## config.mk

```make
export PLATFORM = sky130hd
export DESIGN_NAME = acc_core
export DESIGN_NICKNAME = d
export VERILOG_FILES = /design/src/rtl/acc_pkg.sv /design/src/rtl/acc_alu.sv /design/src/rtl/acc_ea.sv /design/src/rtl/acc_core.sv
export SDC_FILE = /design/constraint.sdc
export NUM_CORES = 2
export LEC_CHECK = 0
export BUFFER_PORTS_ARGS = -buffer_cell sky130_fd_sc_hd__buf_2
export CAP_MARGIN = 40
export CELL_PAD_IN_SITES_DETAIL_PLACEMENT = 0
export CELL_PAD_IN_SITES_GLOBAL_PLACEMENT = 2
export CORE_MARGIN = 5
export CORE_UTILIZATION = 36
export CTS_BUF_LIST = sky130_fd_sc_hd__clkbuf_8
export DETAILED_ROUTE_END_ITERATION = 10
export GPL_ROUTABILITY_DRIVEN = 0
export PLACE_DENSITY_LB_ADDON = 0.1
export SETUP_SLACK_MARGIN = 0.15
export SYNTH_ARGS = -nofsm -noshare
export SYNTH_HDL_FRONTEND = slang
export SYNTH_SLANG_ARGS = --single-unit
```

## constraint.sdc

```tcl
create_clock -name clk -period 51.8 [get_ports clk]
set_input_delay 0 -clock clk [delete_from_list [all_inputs] [get_ports clk]]
set_output_delay 0 -clock clk [all_outputs]
set_load 0.02 [all_outputs]
```

## src/rtl/acc_pkg.sv

```systemverilog
package acc_pkg;

  localparam logic [7:0] OP_LDA  = 8'h00;
  localparam logic [7:0] OP_LDX  = 8'h04;
  localparam logic [7:0] OP_LDL  = 8'h08;
  localparam logic [7:0] OP_STA  = 8'h0C;
  localparam logic [7:0] OP_STX  = 8'h10;
  localparam logic [7:0] OP_STL  = 8'h14;
  localparam logic [7:0] OP_ADD  = 8'h18;
  localparam logic [7:0] OP_SUB  = 8'h1C;
  localparam logic [7:0] OP_MUL  = 8'h20;
  localparam logic [7:0] OP_DIV  = 8'h24;
  localparam logic [7:0] OP_COMP = 8'h28;
  localparam logic [7:0] OP_JEQ  = 8'h30;
  localparam logic [7:0] OP_JGT  = 8'h34;
  localparam logic [7:0] OP_JLT  = 8'h38;
  localparam logic [7:0] OP_J    = 8'h3C;
  localparam logic [7:0] OP_JSUB = 8'h48;
  localparam logic [7:0] OP_RSUB = 8'h4C;
  localparam logic [7:0] OP_RD   = 8'hD8;
  localparam logic [7:0] OP_WD   = 8'hDC;
  localparam logic [7:0] OP_TD   = 8'hE0;

  localparam logic [1:0] CC_EQ = 2'd0;
  localparam logic [1:0] CC_LT = 2'd1;
  localparam logic [1:0] CC_GT = 2'd2;

  typedef enum logic [2:0] {
    ST_FETCH, ST_DECODE, ST_LOAD, ST_EXEC, ST_STORE, ST_IO, ST_HALT
  } core_state_e;

  function automatic logic needs_operand(input logic [7:0] op);
    return (op == OP_LDA) || (op == OP_LDX) || (op == OP_LDL) ||
           (op == OP_ADD) || (op == OP_SUB) || (op == OP_MUL) ||
           (op == OP_DIV) || (op == OP_COMP);
  endfunction

  function automatic logic is_store(input logic [7:0] op);
    return (op == OP_STA) || (op == OP_STX) || (op == OP_STL);
  endfunction

  function automatic logic is_device(input logic [7:0] op);
    return (op == OP_TD) || (op == OP_RD) || (op == OP_WD);
  endfunction

endpackage

```

## src/rtl/acc_alu.sv

```systemverilog
module acc_alu #(
  parameter int WORD_W = 24
) (
  input  logic [7:0]        op,
  input  logic [WORD_W-1:0] acc,
  input  logic [WORD_W-1:0] opnd,
  output logic [WORD_W-1:0] result,
  output logic              div_zero,
  output logic [1:0]        cmp_cc
);
  import acc_pkg::*;

  logic [2*WORD_W-1:0]        prod;
  logic signed [WORD_W-1:0]   quot;

  always_comb begin
    prod     = {{WORD_W{1'b0}}, acc} * {{WORD_W{1'b0}}, opnd};
    quot     = '0;
    result   = acc;
    div_zero = 1'b0;
    case (op)
      OP_ADD: result = acc + opnd;
      OP_SUB: result = acc - opnd;
      OP_MUL: result = prod[WORD_W-1:0];
      OP_DIV: begin
        if (opnd == '0) begin
          div_zero = 1'b1;
        end else begin
          quot   = $signed(acc) / $signed(opnd);
          result = quot;
        end
      end
      default: result = acc;
    endcase
  end

  always_comb begin
    if ($signed(acc) < $signed(opnd))  cmp_cc = CC_LT;
    else if (acc == opnd)              cmp_cc = CC_EQ;
    else                               cmp_cc = CC_GT;
  end

endmodule

```

## src/rtl/acc_ea.sv

```systemverilog
module acc_ea #(
  parameter int ADDR_W = 15
) (
  input  logic [ADDR_W-1:0] field,
  input  logic              use_index,
  input  logic [ADDR_W-1:0] index_low,
  output logic [ADDR_W-1:0] target
);
  assign target = field + (use_index ? index_low : '0);
endmodule

```

## src/rtl/acc_core.sv

```systemverilog
module acc_core #(
  parameter int WORD_W = 24,
  parameter int ADDR_W = 15,
  parameter int DEV_W  = 8
) (
  input  logic              clk,
  input  logic              rst,
  output logic [ADDR_W-1:0] mem_addr,
  output logic              mem_wr,
  output logic [7:0]        mem_wdata,
  input  logic [7:0]        mem_rdata,
  output logic [DEV_W-1:0]  dev_code,
  output logic              dev_rd,
  output logic              dev_wr,
  output logic [7:0]        dev_wdata,
  input  logic [7:0]        dev_rdata,
  input  logic              dev_ready,
  output logic              halted,
  output logic              div_err
);
  import acc_pkg::*;

  localparam int NB = WORD_W / 8;
  localparam int CW = $clog2(NB + 1);
  localparam logic [CW-1:0] CNT_LAST = CW'(NB);
  localparam logic [CW-1:0] CNT_STLAST = CW'(NB - 1);

  core_state_e       state_q;
  logic [CW-1:0]     cnt_q;
  logic [WORD_W-1:0] a_q, x_q, l_q, pc_q, ir_q, md_q;
  logic [1:0]        cc_q;
  logic [ADDR_W-1:0] ta_q;
  logic              halted_q, div_err_q;
  logic [DEV_W-1:0]  dev_code_q;
  logic              dev_rd_q, dev_wr_q;
  logic [7:0]        dev_wdata_q;

  logic [7:0]        op;
  logic              idx;
  logic [ADDR_W-1:0] field;
  logic [ADDR_W-1:0] ta_w;
  logic [WORD_W-1:0] alu_res;
  logic              alu_dz;
  logic [1:0]        alu_cc;
  logic [WORD_W-1:0] st_src;

  assign op    = ir_q[WORD_W-1 -: 8];
  assign idx   = ir_q[ADDR_W];
  assign field = ir_q[ADDR_W-1:0];

  acc_ea #(.ADDR_W(ADDR_W)) u_ea (
    .field     (field),
    .use_index (idx),
    .index_low (x_q[ADDR_W-1:0]),
    .target    (ta_w)
  );

  acc_alu #(.WORD_W(WORD_W)) u_alu (
    .op       (op),
    .acc      (a_q),
    .opnd     (md_q),
    .result   (alu_res),
    .div_zero (alu_dz),
    .cmp_cc   (alu_cc)
  );

  // Byte address: fetch walks PC, operand phases walk the target.
  always_comb begin
    case (state_q)
      ST_FETCH:          mem_addr = pc_q[ADDR_W-1:0] + ADDR_W'(cnt_q);
      ST_LOAD, ST_STORE: mem_addr = ta_q + ADDR_W'(cnt_q);
      default:           mem_addr = pc_q[ADDR_W-1:0];
    endcase
  end

  always_comb begin
    case (op)
      OP_STX:  st_src = x_q;
      OP_STL:  st_src = l_q;
      default: st_src = a_q;
    endcase
  end

  // Most significant byte leaves first.
  always_comb begin
    mem_wdata = '0;
    for (int k = 0; k < NB; k++) begin
      if (cnt_q == CW'(k)) mem_wdata = st_src[8*(NB-1-k) +: 8];
    end
  end

  assign mem_wr    = (state_q == ST_STORE);
  assign dev_code  = dev_code_q;
  assign dev_rd    = dev_rd_q;
  assign dev_wr    = dev_wr_q;
  assign dev_wdata = dev_wdata_q;
  assign halted    = halted_q;
  assign div_err   = div_err_q;

  always_ff @(posedge clk) begin
    if (rst) begin
      state_q     <= ST_FETCH;
      cnt_q       <= '0;
      a_q         <= '0;
      x_q         <= '0;
      l_q         <= '0;
      pc_q        <= '0;
      ir_q        <= '0;
      md_q        <= '0;
      cc_q        <= CC_EQ;
      ta_q        <= '0;
      halted_q    <= 1'b0;
      div_err_q   <= 1'b0;
      dev_code_q  <= '0;
      dev_rd_q    <= 1'b0;
      dev_wr_q    <= 1'b0;
      dev_wdata_q <= '0;
    end else begin
      dev_rd_q <= 1'b0;
      dev_wr_q <= 1'b0;
      case (state_q)
        ST_FETCH: begin
          if (cnt_q != '0) ir_q <= {ir_q[WORD_W-9:0], mem_rdata};
          if (cnt_q == CNT_LAST) begin
            cnt_q   <= '0;
            pc_q    <= pc_q + WORD_W'(NB);
            state_q <= ST_DECODE;
          end else begin
            cnt_q <= cnt_q + 1'b1;
          end
        end
        ST_DECODE: begin
          ta_q    <= ta_w;
          cnt_q   <= '0;
          state_q <= ST_FETCH;
          if (needs_operand(op)) begin
            state_q <= ST_LOAD;
          end else if (is_store(op)) begin
            state_q <= ST_STORE;
          end else if (is_device(op)) begin
            dev_code_q  <= field[DEV_W-1:0];
            dev_rd_q    <= (op == OP_RD);
            dev_wr_q    <= (op == OP_WD);
            dev_wdata_q <= a_q[7:0];
            state_q     <= ST_IO;
          end else begin
            case (op)
              OP_J:    pc_q <= WORD_W'(ta_w);
              OP_JEQ:  if (cc_q == CC_EQ) pc_q <= WORD_W'(ta_w);
              OP_JLT:  if (cc_q == CC_LT) pc_q <= WORD_W'(ta_w);
              OP_JGT:  if (cc_q == CC_GT) pc_q <= WORD_W'(ta_w);
              OP_JSUB: begin
                l_q  <= pc_q;
                pc_q <= WORD_W'(ta_w);
              end
              OP_RSUB: pc_q <= l_q;
              default: begin
                halted_q <= 1'b1;
                state_q  <= ST_HALT;
              end
            endcase
          end
        end
        ST_LOAD: begin
          if (cnt_q != '0) md_q <= {md_q[WORD_W-9:0], mem_rdata};
          if (cnt_q == CNT_LAST) begin
            cnt_q   <= '0;
            state_q <= ST_EXEC;
          end else begin
            cnt_q <= cnt_q + 1'b1;
          end
        end
        ST_EXEC: begin
          state_q <= ST_FETCH;
          case (op)
            OP_LDA:  a_q <= md_q;
            OP_LDX:  x_q <= md_q;
            OP_LDL:  l_q <= md_q;
            OP_COMP: cc_q <= alu_cc;
            default: begin
              a_q       <= alu_res;
              div_err_q <= div_err_q | alu_dz;
            end
          endcase
        end
        ST_STORE: begin
          if (cnt_q == CNT_STLAST) begin
            cnt_q   <= '0;
            state_q <= ST_FETCH;
          end else begin
            cnt_q <= cnt_q + 1'b1;
          end
        end
        ST_IO: begin
          state_q <= ST_FETCH;
          if (op == OP_TD) cc_q <= dev_ready ? CC_LT : CC_EQ;
          if (op == OP_RD) a_q[7:0] <= dev_rdata;
        end
        default: state_q <= ST_HALT;
      endcase
    end
  end

endmodule

```

==> flow_summary.json <==
{
  "fp.coreArea_sq_um": 107000,
  "cts.sinks": 186,
  "grt_use_total": 0.290,
  "required_ns": 52.28,
  "setup_viol": 0,
  "clk_latency_ns": 0.58,
  "finalHoldViolations": 0,
  "grt_pass1_vias": 38800,
  "max_stage_delay_ns": 0.53,
  "io_buffer_count": 62,
  "die_w_um": 339,
  "maxCapViolCount": 0,
  "cts.htree.levels": 4,
  "grt_max_degree": 72,
  "hold_path.class": "in -> reg",
  "criticalPathCategory": "reg -> reg",
  "boundaryPins": 63,
  "ys_ff_latch": 186,
  "areaGrowthSynthToFinish_pct": 13.9,
  "wl_per_cell_um": 25.3,
  "cp_common_cell": "ha_1",
  "cts.path.max_buffers": 2,
  "setup_tns_ns": 0,
  "start_util": 0.363,
  "async_flop_share": 0,
  "drtAntennaViolNets": 0,
  "clock-skew-final_ns": 0.0347,
  "vias_per_cell": 5.90,
  "yosys_warnings": 0,
  "start_kind": "flip-flop",
  "final_util": 0.413,
  "fin_nets": 6168,
  "die_h_um": 339,
  "overflow": 0,
  "finalCritPeriodShare": 0.951,
  "rows": 120,
  "numCtsBuffers": 17,
  "cp_slowest_cell": "or4b_4",
  "critPathArrivalTime_ns": 49.75,
  "hpwl_um": 133000,
  "cts.clk_slew.worst_paths_ns": 0.13,
  "synth_edf_count": 0,
  "ys_seq_area_frac": 0.0958,
  "drive_gt1_frac": 0.139,
  "netlist_area_sq_um": 38900,
  "fmax_mhz": 20.3,
  "grt_pass1_wl_um": 257000,
  "antenna_found_initial": 8,
  "synthFlopType": "dfxtp_1",
  "wl_um": 174000,
  "drt_pass1_iterations": 5,
  "synth.avg_cell_area_sq_um": 7.25,
  "status": "finished, final reports clean",
  "slew_headroom": 0.389,
  "vias": 40700,
  "cp_max_fo": 22,
  "ys_types": 105,
  "dieArea_sq_um": 115000,
  "stdcell_count": 6894,
  "root_buffer": "clkbuf_8",
  "min_period_ns": 49.28,
  "synth_nets": 6052,
  "crit_path_end_kind": "flip-flop",
  "drc": 0,
  "final_max_slew_viol_count": 0,
  "place_inst": 6782,
  "drtIter0Drc": 3262,
  "worst_pin_slew_ns": 0.909,
  "syn_inst": 5360,
  "cts_tree": "built"
}
final timing paths:
| path | from | end | slack [ns] | depth (start not counted) |
|---|---|---|---|---|
| min | dev_rdata[6] | a_q[6]$_SDFFE_PP0P_ | 0.15 | 4 |
| max reg2reg | md_q[1]$_SDFFE_PP0P_ | a_q[13]$_SDFFE_PP0P_ | 2.52 | 229 |
| min reg2reg | x_q[15]$_SDFFE_PP0P_ | x_q[15]$_SDFFE_PP0P_ | 0.47 | 2 |
| max | md_q[1]$_SDFFE_PP0P_ | a_q[13]$_SDFFE_PP0P_ | 2.52 | 229 |
layout make-up:
cell class	count	area [sq um]
clock buffers	19	262
diodes	2	5.00
flip-flops and latches	186	3730
well taps	1403	1760
clock inverters	13	125
repair buffers	405	3160
inverters	382	1440
fillers	11500	62900
multi-input cells	4484	33800
cells in the final DEF, fill, tap and decap left out, types with 182 or more instances in the layout:
cell and n:
nand2_1 741, ha_1 448, nor2_1 446, a21oi_1 390
inv_1 376, buf_4 302, fa_1 217, o21ai_0 206
xnor2_1 198, dfxtp_1 182
worst max-delay path, delay by kind of cell (launching register included):
kind	cells	cell delay [ns]
buffers and inverters	23	3.83
DFF	1	0.36
AOI/OAI and AO/OA	103	21.54
and+or+nand+nor	67	12.26
muxes	11	3.49
adders and majority gates	24	7.20
xor gates and xnor gates	1	0.38
cell usage after synthesis, drive strengths merged (24+ instances only):
master,n,share of area
or2,36,0.0058
fa,217,0.11
ha,456,0.15
o21ai,235,0.030
dfxtp,186,0.096
a21oi,419,0.054
o211ai,58,0.011
a22oi,38,0.0073
nor2,461,0.045
mux2i,51,0.013
nand4,49,0.0080
a31oi,61,0.010
or3,51,0.0085
nand2b,52,0.0084
a221oi,24,0.0056
buf,48,0.0053
xnor2,208,0.047
nor3,161,0.022
nand3,132,0.017
nor2b,64,0.010
xor2,90,0.020
inv,378,0.037
a311oi,35,0.0079
a21o,95,0.018
mux2,58,0.017
clkbuf,261,0.025
nand2,743,0.072
and3,39,0.0063
and2,141,0.023
o31ai,47,0.0093
o21a,80,0.015
a211oi,55,0.012
metal layers:
metal	vias to the layer above	wire length [um]	global-route usage
met3	262	10700	0.0363
met5	-	0	0
met2	1448	77900	0.469
met4	0	5680	0.0783
li1	19100	-	-
met1	19800	79800	0.409
sequential cells by signal, indices dropped and copies added (netlist names), 2 cells and up:
signal and flops:
a_q 24, l_q 24, cc_q 2, pc_q 24
ir_q 24, state_q 3, x_q 24, ta_q 15
cnt_q 2, dev_code 8, dev_wdata 8, md_q 24
repair_timing:
item	in CTS	in global routing
cloned	0	4
pin swaps	6	49
setup buffers	5	53
setup endpoints to repair	24	24
hold buffers	16	0
endpoints found under the hold margin	53	0
resized for setup	46	215
per-stage QoR:
step | setup WS (ns) | instance area, sq um | hold WS, ns
3_5_place_dp | -1.94 | 42000 | 0.272
4_1_cts | 0.235 | 42800 | 0.0562
6_report | 2.52 | 44300 | 0.150
5_1_grt | -0.102 | 44300 | 0.0776
2_1_floorplan | 0.156 | 38900 | 0.136
3_3_place_gp | -1.21 | 41900 | 0.269
cells by family after synthesis:
| logic type | Yosys count | synth area share |
|---|---|---|
| buffers and inverters | 691 | 0.0675 |
| multiplexers | 109 | 0.0301 |
| AO/OA/AOI/OAI | 1397 | 0.239 |
| adder cells (fa/ha/maj) | 673 | 0.259 |
| AND/OR/NAND/NOR | 2006 | 0.242 |
| XOR/XNOR | 298 | 0.0672 |
| flip-flops | 186 | 0.0958 |
Power is left out: the tool's default activity adds up to more than one toggle a clock period on the data nets, which glitch-free logic cannot reach.
